[src/rtl/owner_notify_regs.sv]
`timescale 1ns/1ps
module owner_notify_regs #(
  parameter int AW = 8,
  parameter int NSRC = 11,
  parameter logic [63:0] NO_OWNER = 64'hFFFF_0000_0000_0000
) (
  input  logic          clk,
  input  logic          rst_n,
  input  logic          bus_reset,
  input  logic          req_valid,
  input  logic [1:0]    req_op,
  input  logic [AW-1:0] req_addr,
  input  logic [63:0]   req_cmp,
  input  logic [63:0]   req_wdata,
  output logic          rsp_valid,
  output logic          rsp_ok,
  output logic [63:0]   rsp_rdata,
  input  logic          evt_rx_cfg,
  input  logic          evt_tx_cfg,
  input  logic          evt_lock,
  input  logic          evt_clk_acc,
  input  logic [NSRC-1:0] src_lock,
  input  logic [NSRC-1:0] src_slip,
  output logic          ntf_valid,
  output logic [15:0]   ntf_node,
  output logic [47:0]   ntf_offset,
  output logic [31:0]   ntf_data
);
  localparam logic [1:0] OP_READ  = 2'd0;
  localparam logic [1:0] OP_CSWAP = 2'd2;
  localparam logic [AW-1:0] A_OWN_HI = AW'(8'h00);
  localparam logic [AW-1:0] A_OWN_LO = AW'(8'h04);
  localparam logic [AW-1:0] A_EVENT  = AW'(8'h08);
  localparam logic [AW-1:0] A_STATUS = AW'(8'h0C);

  logic [63:0]     owner_q;
  logic [6:0]      event_q;
  logic [NSRC-1:0] lock_q;
  logic [NSRC-1:0] slip_q;
  logic [63:0]     rd_mux;
  logic            rd_hit;

  wire is_read  = req_valid && req_op == OP_READ && req_addr[1:0] == 2'b00;
  wire cs_hit   = req_valid && req_op == OP_CSWAP && req_addr == A_OWN_HI;
  wire clr_slip = is_read && req_addr == A_STATUS;
  wire lock_chg = |(src_lock ^ lock_q);
  wire has_owner = owner_q != NO_OWNER;
  wire [6:0] evt_set = {lock_chg, evt_clk_acc, evt_lock, 2'b00, evt_tx_cfg, evt_rx_cfg};
  wire any_evt = |evt_set;
  wire [31:0] status_word = (32'(slip_q) << 16) | 32'(src_lock);

  always_comb begin
    rd_mux = 64'd0;
    rd_hit = 1'b0;
    if (cs_hit) begin
      rd_mux = owner_q;
      rd_hit = 1'b1;
    end else if (is_read) begin
      rd_hit = 1'b1;
      case (req_addr)
        A_OWN_HI: rd_mux = {32'd0, owner_q[63:32]};
        A_OWN_LO: rd_mux = {32'd0, owner_q[31:0]};
        A_EVENT:  rd_mux = {57'd0, event_q};
        A_STATUS: rd_mux = {32'd0, status_word};
        default:  rd_hit = 1'b0;
      endcase
    end
  end

  always_ff @(posedge clk or negedge rst_n) begin
    if (!rst_n) begin
      owner_q    <= NO_OWNER;
      event_q    <= '0;
      lock_q     <= '0;
      slip_q     <= '0;
      rsp_valid  <= 1'b0;
      rsp_ok     <= 1'b0;
      rsp_rdata  <= '0;
      ntf_valid  <= 1'b0;
      ntf_node   <= '0;
      ntf_offset <= '0;
      ntf_data   <= '0;
    end else begin
      lock_q <= src_lock;
      slip_q <= (clr_slip ? '0 : slip_q) | src_slip;
      if (bus_reset) owner_q <= NO_OWNER;
      else if (cs_hit && owner_q == req_cmp) owner_q <= req_wdata;
      if (any_evt) begin
        event_q    <= evt_set;
        ntf_node   <= owner_q[63:48];
        ntf_offset <= owner_q[47:0];
        ntf_data   <= {25'd0, evt_set};
      end
      ntf_valid <= any_evt && has_owner;
      rsp_valid <= req_valid;
      rsp_ok    <= rd_hit;
      rsp_rdata <= rd_mux;
    end
  end

  AST_BUS_RESET_FREES: assert property (@(posedge clk) disable iff (!rst_n)
    bus_reset |=> owner_q == NO_OWNER);
  AST_OWNER_ONLY_BY_SWAP: assert property (@(posedge clk) disable iff (!rst_n)
    (!bus_reset && !(req_valid && req_op == OP_CSWAP)) |=> $stable(owner_q));
  AST_NTF_DATA_MATCHES: assert property (@(posedge clk) disable iff (!rst_n)
    ntf_valid |-> ntf_data[6:0] == event_q);
  AST_NTF_NEEDS_OWNER: assert property (@(posedge clk) disable iff (!rst_n)
    ntf_valid |-> {ntf_node, ntf_offset} != NO_OWNER);
  AST_SLIP_STICKY: assert property (@(posedge clk) disable iff (!rst_n)
    !clr_slip |=> (slip_q & $past(slip_q)) == $past(slip_q));
  AST_RSP_NEXT_CYCLE: assert property (@(posedge clk) disable iff (!rst_n)
    req_valid |=> rsp_valid);
  AST_WRITE_REJECTED: assert property (@(posedge clk) disable iff (!rst_n)
    (req_valid && req_op == 2'd1) |=> (rsp_valid && !rsp_ok && rsp_rdata == 64'd0));
endmodule

[config.mk]
export PLATFORM = sky130hd
export DESIGN_NAME = owner_notify_regs
export DESIGN_NICKNAME = d
export VERILOG_FILES = /design/src/rtl/owner_notify_regs.sv
export SDC_FILE = /design/constraint.sdc
export NUM_CORES = 1
export LEC_CHECK = 0
export BUFFER_PORTS_ARGS = -buffer_cell sky130_fd_sc_hd__buf_2
export CAP_MARGIN = 20
export CORE_MARGIN = 2
export CORE_UTILIZATION = 46
export CTS_CLUSTER_DIAMETER = 50
export DETAILED_ROUTE_END_ITERATION = 6
export PLACE_DENSITY = 0.77
export SLEW_MARGIN = 20
export SYNTH_ARGS = -nofsm -noshare
export SYNTH_HDL_FRONTEND = slang
export SYNTH_SLANG_ARGS = --single-unit
[constraint.sdc]
create_clock -name clk -period 2 [get_ports clk]
set_clock_uncertainty 0.05 [all_clocks]
set_input_delay 0.4 -clock clk [delete_from_list [all_inputs] [get_ports clk]]
set_output_delay 0.4 -clock clk [all_outputs]
set_load 0.05 [all_outputs]
==> flow_metrics.tcl, run 1 <==
set metrics [dict create \
    clock_path_buffers 3 \
    clock_sinks 222 \
    reg2reg_slack_ps -340 \
    slew_viol_final 0 \
    num_rows 52 \
    power_density_nw_per_um2 698 \
    drc 0 \
    syn_to_final_growth_pct 40.9 \
    vias 8879 \
    cts_tree "yes" \
    dp_slack_ps -551 \
    path_class "register to register" \
    finalCritPeriodShare_pct 117 \
    clockRootBuffer "clkbuf_16" \
    worstHoldPathType "input port to register" \
    use_met3_pct 8.96 \
    htree_levels 1 \
    ant_nets 0 \
    crit_fanout 8 \
    max_freq_mhz 428 \
    slowest_stage "dfstp_2" \
    hp-start "src_slip[9]" \
    overflow 0 \
    drtIter0Drc 1112 \
    netlist_instances 840 \
    fin_nets 1413 \
    grt_pass1_vias 8700 \
    drt-pass1-iter-count 6 \
    yosys.area_share.simple_pct 11.6 \
    fillCellCount 1547 \
    die-area_um2 22100 \
    wl_per_cell_um 24.3 \
    muxShareOfSynthArea_pct 8.06 \
    r2r_start "owner_q[60]" \
    r2r_end "owner_q[43]" \
    end_kind "register" \
    dieHeight_um 149 \
    rsz0062_at_grt "true" \
    port_buffers 303 \
    synth_xor_area_share_pct 6.82 \
    insertion_delay_ps 520 \
    final_cells 1550 \
    worst_hold_path.endpoint "slip_q[9]" \
    slew_headroom_pct 20.2 \
    synth_top_family_by_area "simple AND/OR/NAND/NOR gates" \
    yosys_register_bits 222 \
    area.sequential_um2 5580 \
    peakVddDrop_mv 0.420 \
    grtUsageMet2_pct 48.3 \
    netlist_area_um2 9640 \
    hold_viol_final 0 \
    top_usage_layer "met2" \
    ys_seq_area_share_pct 57.8 \
    period_needed_ps 2340 \
    gp_congestion 0.911 \
    ys_warn_count 0 \
    worst_setup_path_start_kind "register" \
    synth_compound_area_share_pct 10.8 \
    path_cells "xnor2_1 > nand4_1 > nor4_2 > buf_4 > and3_4 > buf_12 > clkbuf_16 > nand3_1 > a21oi_1" \
    ys_types 32 \
    rr_worst_depth 9 \
    slowest_delay_ps 540 \
    violations "negative setup slack" \
    maxCapViolations 0 \
    required_ps 2380 \
    post-place-cells 1460 \
    viasPerCell 5.73 \
    holdPathStages 2 \
    hpwlAfterDp_um 26100 \
    met1_usage_pct 41.9 \
    clk_pin_slew_ps 60 \
    critPathArrivalTime_ps 2710 \
    p_leak_uw 0.00657 \
    track_usage_pct 31.2 \
    coreArea_um2 20400 \
    antenna_found_initial 17 \
    grt_first_pass_wirelength_um 51800 \
    drive_gt1_share_pct 45.8 \
    grt_max_degree 69 \
    worst-slew-pin-transition_ps 1190 \
    layout_setup_ws_ps -338 \
    outcome "finished, violations left" \
    syn_avg_cell_area_um2 11.5 \
    wl_um 37600 \
    ioPinCount 331 \
    start_util_pct 47.2 \
    cts_made_buffers 24 \
    multi_input_area_um2 3890 \
    setup-violations-final 64 \
    synthAdderAreaFrac_pct 0 \
    die_w_um 149 \
]
==> worst max-delay path by stage <==
stage | slack, ps | startpoint | endpoint
floorplan | -210 | req_addr[5] | owner_q[43]
global placement | -510 | req_addr[5] | owner_q[42]
detailed placement | -550 | req_addr[5] | owner_q[41]
CTS | -170 | owner_q[63] | owner_q[41]
global route | -400 | owner_q[39] | owner_q[18]
finish | -340 | owner_q[60] | owner_q[43]
==> logic make-up after synthesis <==
logic type	after synthesis
flops	222
simple gates	207
compound gates	182
buf+inv	84
xor+xnor	75
mux	69
other cells	1
==> cell usage after synthesis (all sizes together) <==
master / number / share of area (%)
a21o: 15 / 1.2
nor4b: 3 / 0.34
a22o: 10 / 0.91
xnor2: 75 / 6.8
inv: 2 / 0.078
a22oi: 22 / 1.7
dfrtp: 206 / 53
and3: 6 / 0.39
conb: 1 / 0.039
clkbuf: 38 / 1.5
nor2: 6 / 0.23
nand4: 25 / 1.6
or4: 2 / 0.19
dfstp: 16 / 4.4
and2: 32 / 2.1
buf: 44 / 3.2
mux2: 69 / 8.1
nand3: 85 / 4.4
nand2b: 1 / 0.065
nand2: 28 / 1.1
nor3: 4 / 0.21
nor4: 13 / 0.84
nor2b: 2 / 0.13
a21oi: 48 / 2.5
o21ai: 87 / 4.5
==> cell type report <==
type / count / area share [%]
antenna: 18 / 0.332
sequential: 222 / 41.1
tap: 270 / 2.49
clock buffer: 35 / 5.03
inverter: 2 / 0.0829
multi-input combinational: 561 / 28.7
timing repair buffer: 434 / 21.8
clock inverter: 8 / 0.534
==> report_power, final <==
part / switching [µW] / internal (µW) / leakage (µW) / total [µW]
logic: 411 / 249 / 0.00334 / 660
registers: 10.9 / 4510 / 0.00286 / 4520
clock network: 1800 / 2500 / 0.000374 / 4300
total: 2220 / 7260 / 0.00657 / 9480
==> critical path: cells and delay by family (launching register included) <==
kind / cells / cell delay, ps
buffers and inverters: 3 / 490
xor gates and xnor gates: 1 / 150
AOI/OAI and AO/OA: 1 / 150
DFF: 1 / 540
and+or+nand+nor: 4 / 850
==> per-layer routing <==
metal,up-vias,wire [µm]
li1,3757,-
met1,4339,14200
met2,645,17100
met3,134,4540
met4,4,1780
met5,-,27
==> layout by cell type (no fill, tap or decap), types with 16 or more instances in the layout <==
| master | netlist | layout |
|---|---|---|
| mux2_2 | 69 | 69 |
| o21ai_0 | 85 | 52 |
| o21ai_1 | 2 | 34 |
| a21oi_1 | 48 | 40 |
| diode_2 | 0 | 18 |
| dfstp_2 | 16 | 16 |
| buf_4 | 33 | 90 |
| nand3_1 | 85 | 79 |
| clkbuf_16 | 0 | 34 |
| conb_1 | 1 | 27 |
| nand4_1 | 25 | 25 |
| a22oi_1 | 22 | 22 |
| xnor2_1 | 75 | 70 |
| and2_1 | 32 | 32 |
| nand2_1 | 28 | 27 |
| dfrtp_1 | 206 | 205 |
| buf_2 | 7 | 298 |
==> registers in the layout, indices dropped and copies added (netlist names) <==
register and count:
rsp_rdata 64, lock_q 11, slip_q 11, rsp_valid 1, ntf_node 16, ntf_offset 48, ntf_data 5, rsp_ok 1
owner_q 64, ntf_valid 1
==> through the flow <==
step	TNS (ps)	utilization [%]	hold slack, ps	total power [µW]	area [µm²]
after floorplan	-13560	-	54.4	4900	9780
after global placement	-51440	59.2	290	5210	12100
after detailed placement	-54400	59.2	293	5220	12100
after CTS	-7580	64.0	3.21	9500	13100
after global routing	-23740	66.4	11.3	9730	13600
final	-17970	66.5	17.9	9480	13600
==> timing repair <==
item	CTS	global route
setup buffers	1	4
endpoints found under the hold margin	51	0
hold buffers	13	0
setup endpoints to repair	65	141
gates cloned	1	14
resized for setup	32	39
pin swaps	3	21
Power figures use the tool's default switching activity.
==> run 2: changes to the inputs <==
BUFFER_PORTS_ARGS = -buffer_cell sky130_fd_sc_hd__buf_4   (was -buffer_cell sky130_fd_sc_hd__buf_2)
CORE_UTILIZATION = 31   (was 46)
PLACE_DENSITY = not set   (was 0.77)
==> run 2 against run 1 <==
Effect of this change:
- the run still ends with negative setup slack left
- worst setup slack better by 140 ps
- cell count up 7.9%
- first-iteration DRC count down 14%
- via count down 3.1%
- power up 7.7%
- final area up 8.5%
- non-clock buffer count up 5
- sequential power about the same
- core utilization down 18 points
- clock power up 14%
- die area up 47%
- hold slack worse by 4.9 ps
- critical endpoint is now owner_q[40]
- largest power group is now clock
==> flow_metrics.tcl, run 2 (synthesis results as in run 1) <==
set metrics [dict create \
    syn_to_final_growth_pct 52.9 \
    clk_pin_slew_ps 60 \
    peakVddDrop_mv 0.559 \
    dp_slack_ps -597 \
    required_ps 2380 \
    overflow 0 \
    violations "negative setup slack" \
    insertion_delay_ps 530 \
    slew_viol_final 0 \
    r2r_start "owner_q[48]" \
    post-place-cells 1593 \
    wl_um 40800 \
    setup_tns_ps -7990 \
    worst_setup_path_start_kind "register" \
    gp_congestion 0.887 \
    die_w_um 180 \
    ioPinCount 331 \
    grt_max_degree 49 \
    path_class "register to register" \
    maxCapViolations 0 \
    coreArea_um2 30600 \
    track_usage_pct 23.6 \
    hold_viol_final 0 \
    finalCritPeriodShare_pct 110 \
    critPathArrivalTime_ps 2580 \
    routed.top_layer "met5" \
    clock_sinks 222 \
    fin_nets 1420 \
    outcome "finished, violations left" \
    drive_gt1_share_pct 46.2 \
    hp-start "src_slip[9]" \
    start_util_pct 31.5 \
    p_leak_uw 0.00691 \
    wl_met3_um 3870 \
    wl_met2_um 18400 \
    slew_headroom_pct 61.5 \
    r2r_end "owner_q[40]" \
    final_area_um2 14700 \
    htree_levels 1 \
    m1WireLength_um 16600 \
    place_area_um2 13100 \
    antenna_found_initial 12 \
    clockRootBuffer "clkbuf_16" \
    cts_tree "yes" \
    vias 8602 \
    worst-slew-pin-transition_ps 578 \
    port_buffers 303 \
    end_kind "register" \
    drc 0 \
    ant_nets 0 \
    hold_slack_ps 12.9 \
    rsz0062_at_grt "true" \
    final_cells 1672 \
    period_needed_ps 2190 \
    wl_per_cell_um 24.4 \
    dieHeight_um 180 \
    num_rows 64 \
    crit_fanout 7 \
    mostFrequentLayoutCell "buf_4" \
    grt_pass1_vias 8861 \
    layout_setup_ws_ps -195 \
    drtIter0Drc 955 \
    power_density_nw_per_um2 693 \
    holdPathStages 2 \
    hpwlAfterDp_um 29700 \
    final_cell_mix "buf_4, dfrtp_1, nand3_1, mux2_2, xnor2_1" \
    reg2reg_slack_ps -190 \
    rr_worst_depth 9 \
    viasPerCell 5.14 \
    setup-violations-final 64 \
    max_freq_mhz 456 \
    reg.largest.list "owner_q x64, rsp_rdata x64, ntf_offset x48" \
    die-area_um2 32500 \
    grt_first_pass_wirelength_um 57800 \
    drt-pass1-iter-count 5 \
    worstHoldPathType "input port to register" \
    clock_path_buffers 3 \
    worst_hold_path.endpoint "slip_q[9]" \
    cts_made_buffers 26 \
]
==> run 2: cell types whose count changed in the layout (fill, tap and decap cells not counted), moves of 4 or more <==
cell	previous run	this run
xnor2_2	5	16
nand3_1	79	74
nand3_2	6	11
dlymetal6s4s_1	4	9
buf_2	298	0
clkinv_2	5	1
xnor2_1	70	59
buf_4	90	384
diode_2	18	5
==> run 2: metal layers <==
layer	up-vias	global-route usage [%]
met5	-	0
met1	4271	31.7
met3	98	6.39
li1	3771	-
met2	450	36.4
met4	12	8.90
==> run 2: report_power, final <==
part | internal [µW] | leakage [µW] | switching [µW]
logic | 357 | 0.00362 | 418
registers | 4510 | 0.00286 | 13.5
clock network | 2960 | 0.000422 | 1960
==> run 2: per-stage QoR <==
stage	total power [µW]	utilization, %
final	10200	48.2
after global routing	10500	48.2
after CTS	10300	46.9
after detailed placement	5330	42.9
after global placement	5320	42.9
after floorplan	4900	-
==> run 2: worst max-delay path by stage <==
stage	to	start	cells past startpoint	slack, ps
2_1_floorplan	owner_q[43]	req_addr[5]	9	-210
3_3_place_gp	owner_q[31]	req_addr[5]	9	-560
3_5_place_dp	owner_q[23]	req_addr[5]	9	-600
4_1_cts	owner_q[46]	owner_q[52]	9	-150
5_1_grt	owner_q[36]	owner_q[52]	9	-240
6_report	owner_q[40]	owner_q[48]	9	-190
==> run 2: worst max-delay path: stages (launching register included) <==
cell and delay (ps):
dfstp_2 540, xnor2_1 110, nand4_1 130, nor4_2 340
buf_4 180, and3_4 230, buf_4 140, buf_12 110
nand3_1 80, a21oi_1 170
==> run 2: final cells by class <==
cell class,instances,area [µm²]
clock inverter,10,148
inverter,2,7.51
timing repair buffer,439,3790
sequential,222,5580
fill,2798,15900
clock buffer,37,733
antenna,5,12.5
tap,396,495
multi-input combinational,561,3980
==> run 2: what timing repair did <==
action,in CTS,in global routing
endpoints found under the setup margin,64,129
gates cloned,2,10
hold buffers,21,0
setup buffers,2,3
pin swaps,1,18
gates resized for setup,25,64
endpoints found under the hold margin,46,0
==> run 3: changes to the inputs <==
CORE_UTILIZATION = 29   (was 31)
clock period = 2.6 ns   (was 2 ns; I/O delays follow)
==> run 3 against run 2 <==
Effect of this change:
- the flow now finishes without violations
- via count shrank 5.5%
- largest power group unchanged
- register-to-register slack gained 350 ps
- critical path type unchanged
- final area shrank 6.1%
- power shrank 19%
- maximum frequency shrank 10%
- clock power shrank 14%
- first-iteration DRC count shrank 50%
- wire length shrank 5.4%
- combinational power shrank 30%
- cell count shrank 1.1%
==> flow_metrics.tcl, run 3 (synthesis results as in run 1) <==
set metrics [dict create \
    outcome "finished clean" \
    max_freq_mhz 410 \
    die-area_um2 34700 \
    ioPinCount 331 \
    clk_pin_slew_ps 60 \
    drt-pass1-iter-count 5 \
    reg.largest.list "owner_q x64, rsp_rdata x64, ntf_offset x48" \
    end_kind "register" \
    port_buffers 303 \
    fin_nets 1352 \
    wl_per_cell_um 23.3 \
    cts_tree "yes" \
    critPathArrivalTime_ps 2870 \
    drc 0 \
    grt_pass1_vias 8429 \
    final_cell_mix "buf_4, dfrtp_1, o21ai_0, nand3_1, xnor2_1" \
    vias 8132 \
    period_needed_ps 2440 \
    htree_levels 1 \
    final_core_util_pct 42.4 \
    cts_made_buffers 31 \
    layout_setup_ws_ps 159 \
    wl_um 38600 \
    worst-slew-pin-transition_ps 526 \
    path_class "register to register" \
    drtIter0Drc 478 \
    start_util_pct 29.5 \
    hpwlAfterDp_um 28800 \
    coreArea_um2 32600 \
    slew_viol_final 0 \
    required_ps 3030 \
    insertion_delay_ps 560 \
    fillCellCount 3127 \
    worst_setup_path_start_kind "register" \
    grt_max_degree 89 \
    syn_to_final_growth_pct 43.6 \
    num_rows 66 \
    mostFrequentLayoutCell "buf_4" \
    clockRootBuffer "clkbuf_16" \
    power_density_nw_per_um2 595 \
    peakVddDrop_mv 0.467 \
    worstHoldPathType "input port to register" \
    grt_first_pass_wirelength_um 56300 \
    die_w_um 186 \
    crit_fanout 31 \
    maxCapViolations 0 \
    gp_congestion 0.855 \
    viasPerCell 4.92 \
    hold_viol_final 0 \
    setup-violations-final 0 \
    slew_headroom_pct 64.9 \
    cts_setup_buffers 0 \
    track_usage_pct 21.7 \
    dp_slack_ps -136 \
    p_total_uw 8230 \
    p_leak_uw 0.00638 \
    clock_sinks 222 \
    overflow 0 \
    drive_gt1_share_pct 42.6 \
    ant_nets 0 \
    antenna_found_initial 5 \
    setup_tns_ps 0 \
    clock_path_buffers 3 \
    rsz0062_at_grt "false" \
    finalCritPeriodShare_pct 93.9 \
    dieHeight_um 186 \
]
## run 3: changes by cell type in the layout (fill, tap and decap cells not counted), sizes merged, moves of 5 or more
cell,delta
buf,-46
clkbuf,-5
clkinv,+5
dlygate4sd3,-11
dlymetal6s4s,-9
inv,+5
## run 3: cell type report
cell class	instances	area [µm²]	area share [%]
well taps	442	553	4.00
multi-input cells	560	3730	26.9
clock inverters	20	185	1.34
flip-flops and latches	222	5580	40.3
diodes	3	7.51	0.0543
inverters	2	7.51	0.0543
repair buffers	367	2930	21.2
clock buffers	38	852	6.16
## run 3: path summary, 6_finish.rpt
check | slack, ps | endpoint | cells past startpoint | startpoint
max | 160 | owner_q[10] | 8 | owner_q[40]
min | 30 | rsp_valid | 1 | req_valid
max reg2reg | 160 | owner_q[10] | 8 | owner_q[40]
min reg2reg | 430 | slip_q[2] | 1 | slip_q[2]
max in group asynchronous | 1540 | slip_q[4] | 3 | rst_n
min in group asynchronous | 290 | ntf_offset[6] | 2 | rst_n
## run 3: per-layer routing
metal,GRT usage (%),up-vias,share of wire [%],wire length (µm)
li1,-,3632,-,-
met1,28.6,4056,42,16400
met2,33.6,361,45,17400
met3,6.00,79,8.4,3250
met4,9.14,4,4.0,1550
met5,0,-,0.060,23
## run 3: power breakdown
group	switching [µW]	internal [µW]
Clock	1740	2470
Combinational	301	241
Sequential	7.65	3470
Total	2050	6190
## run 3: timing repair
action	in CTS	in global routing
hold buffers	1	0
setup endpoints to repair	0	5
hold endpoints to repair	111	0
resized for setup	0	1
## run 3: metrics by stage
step                      hold slack, ps  std cells  instance area, µm²
after floorplan                      174        866                9740
after global placement               271       1592               12800
after detailed placement             272       1592               12800
after CTS                           8.40       1651               13800
after global routing                11.7       1654               13800
final                               28.4       1654               13800
## run 3: worst max-delay path: stages, from the launching register on
cell and delay (ps):
dfrtp_1 460, xnor2_1 330, nand4_1 170, nor4_2 400, buf_4 190, and3_2 250, buf_12 210, nand3_1 110
a21oi_1 160
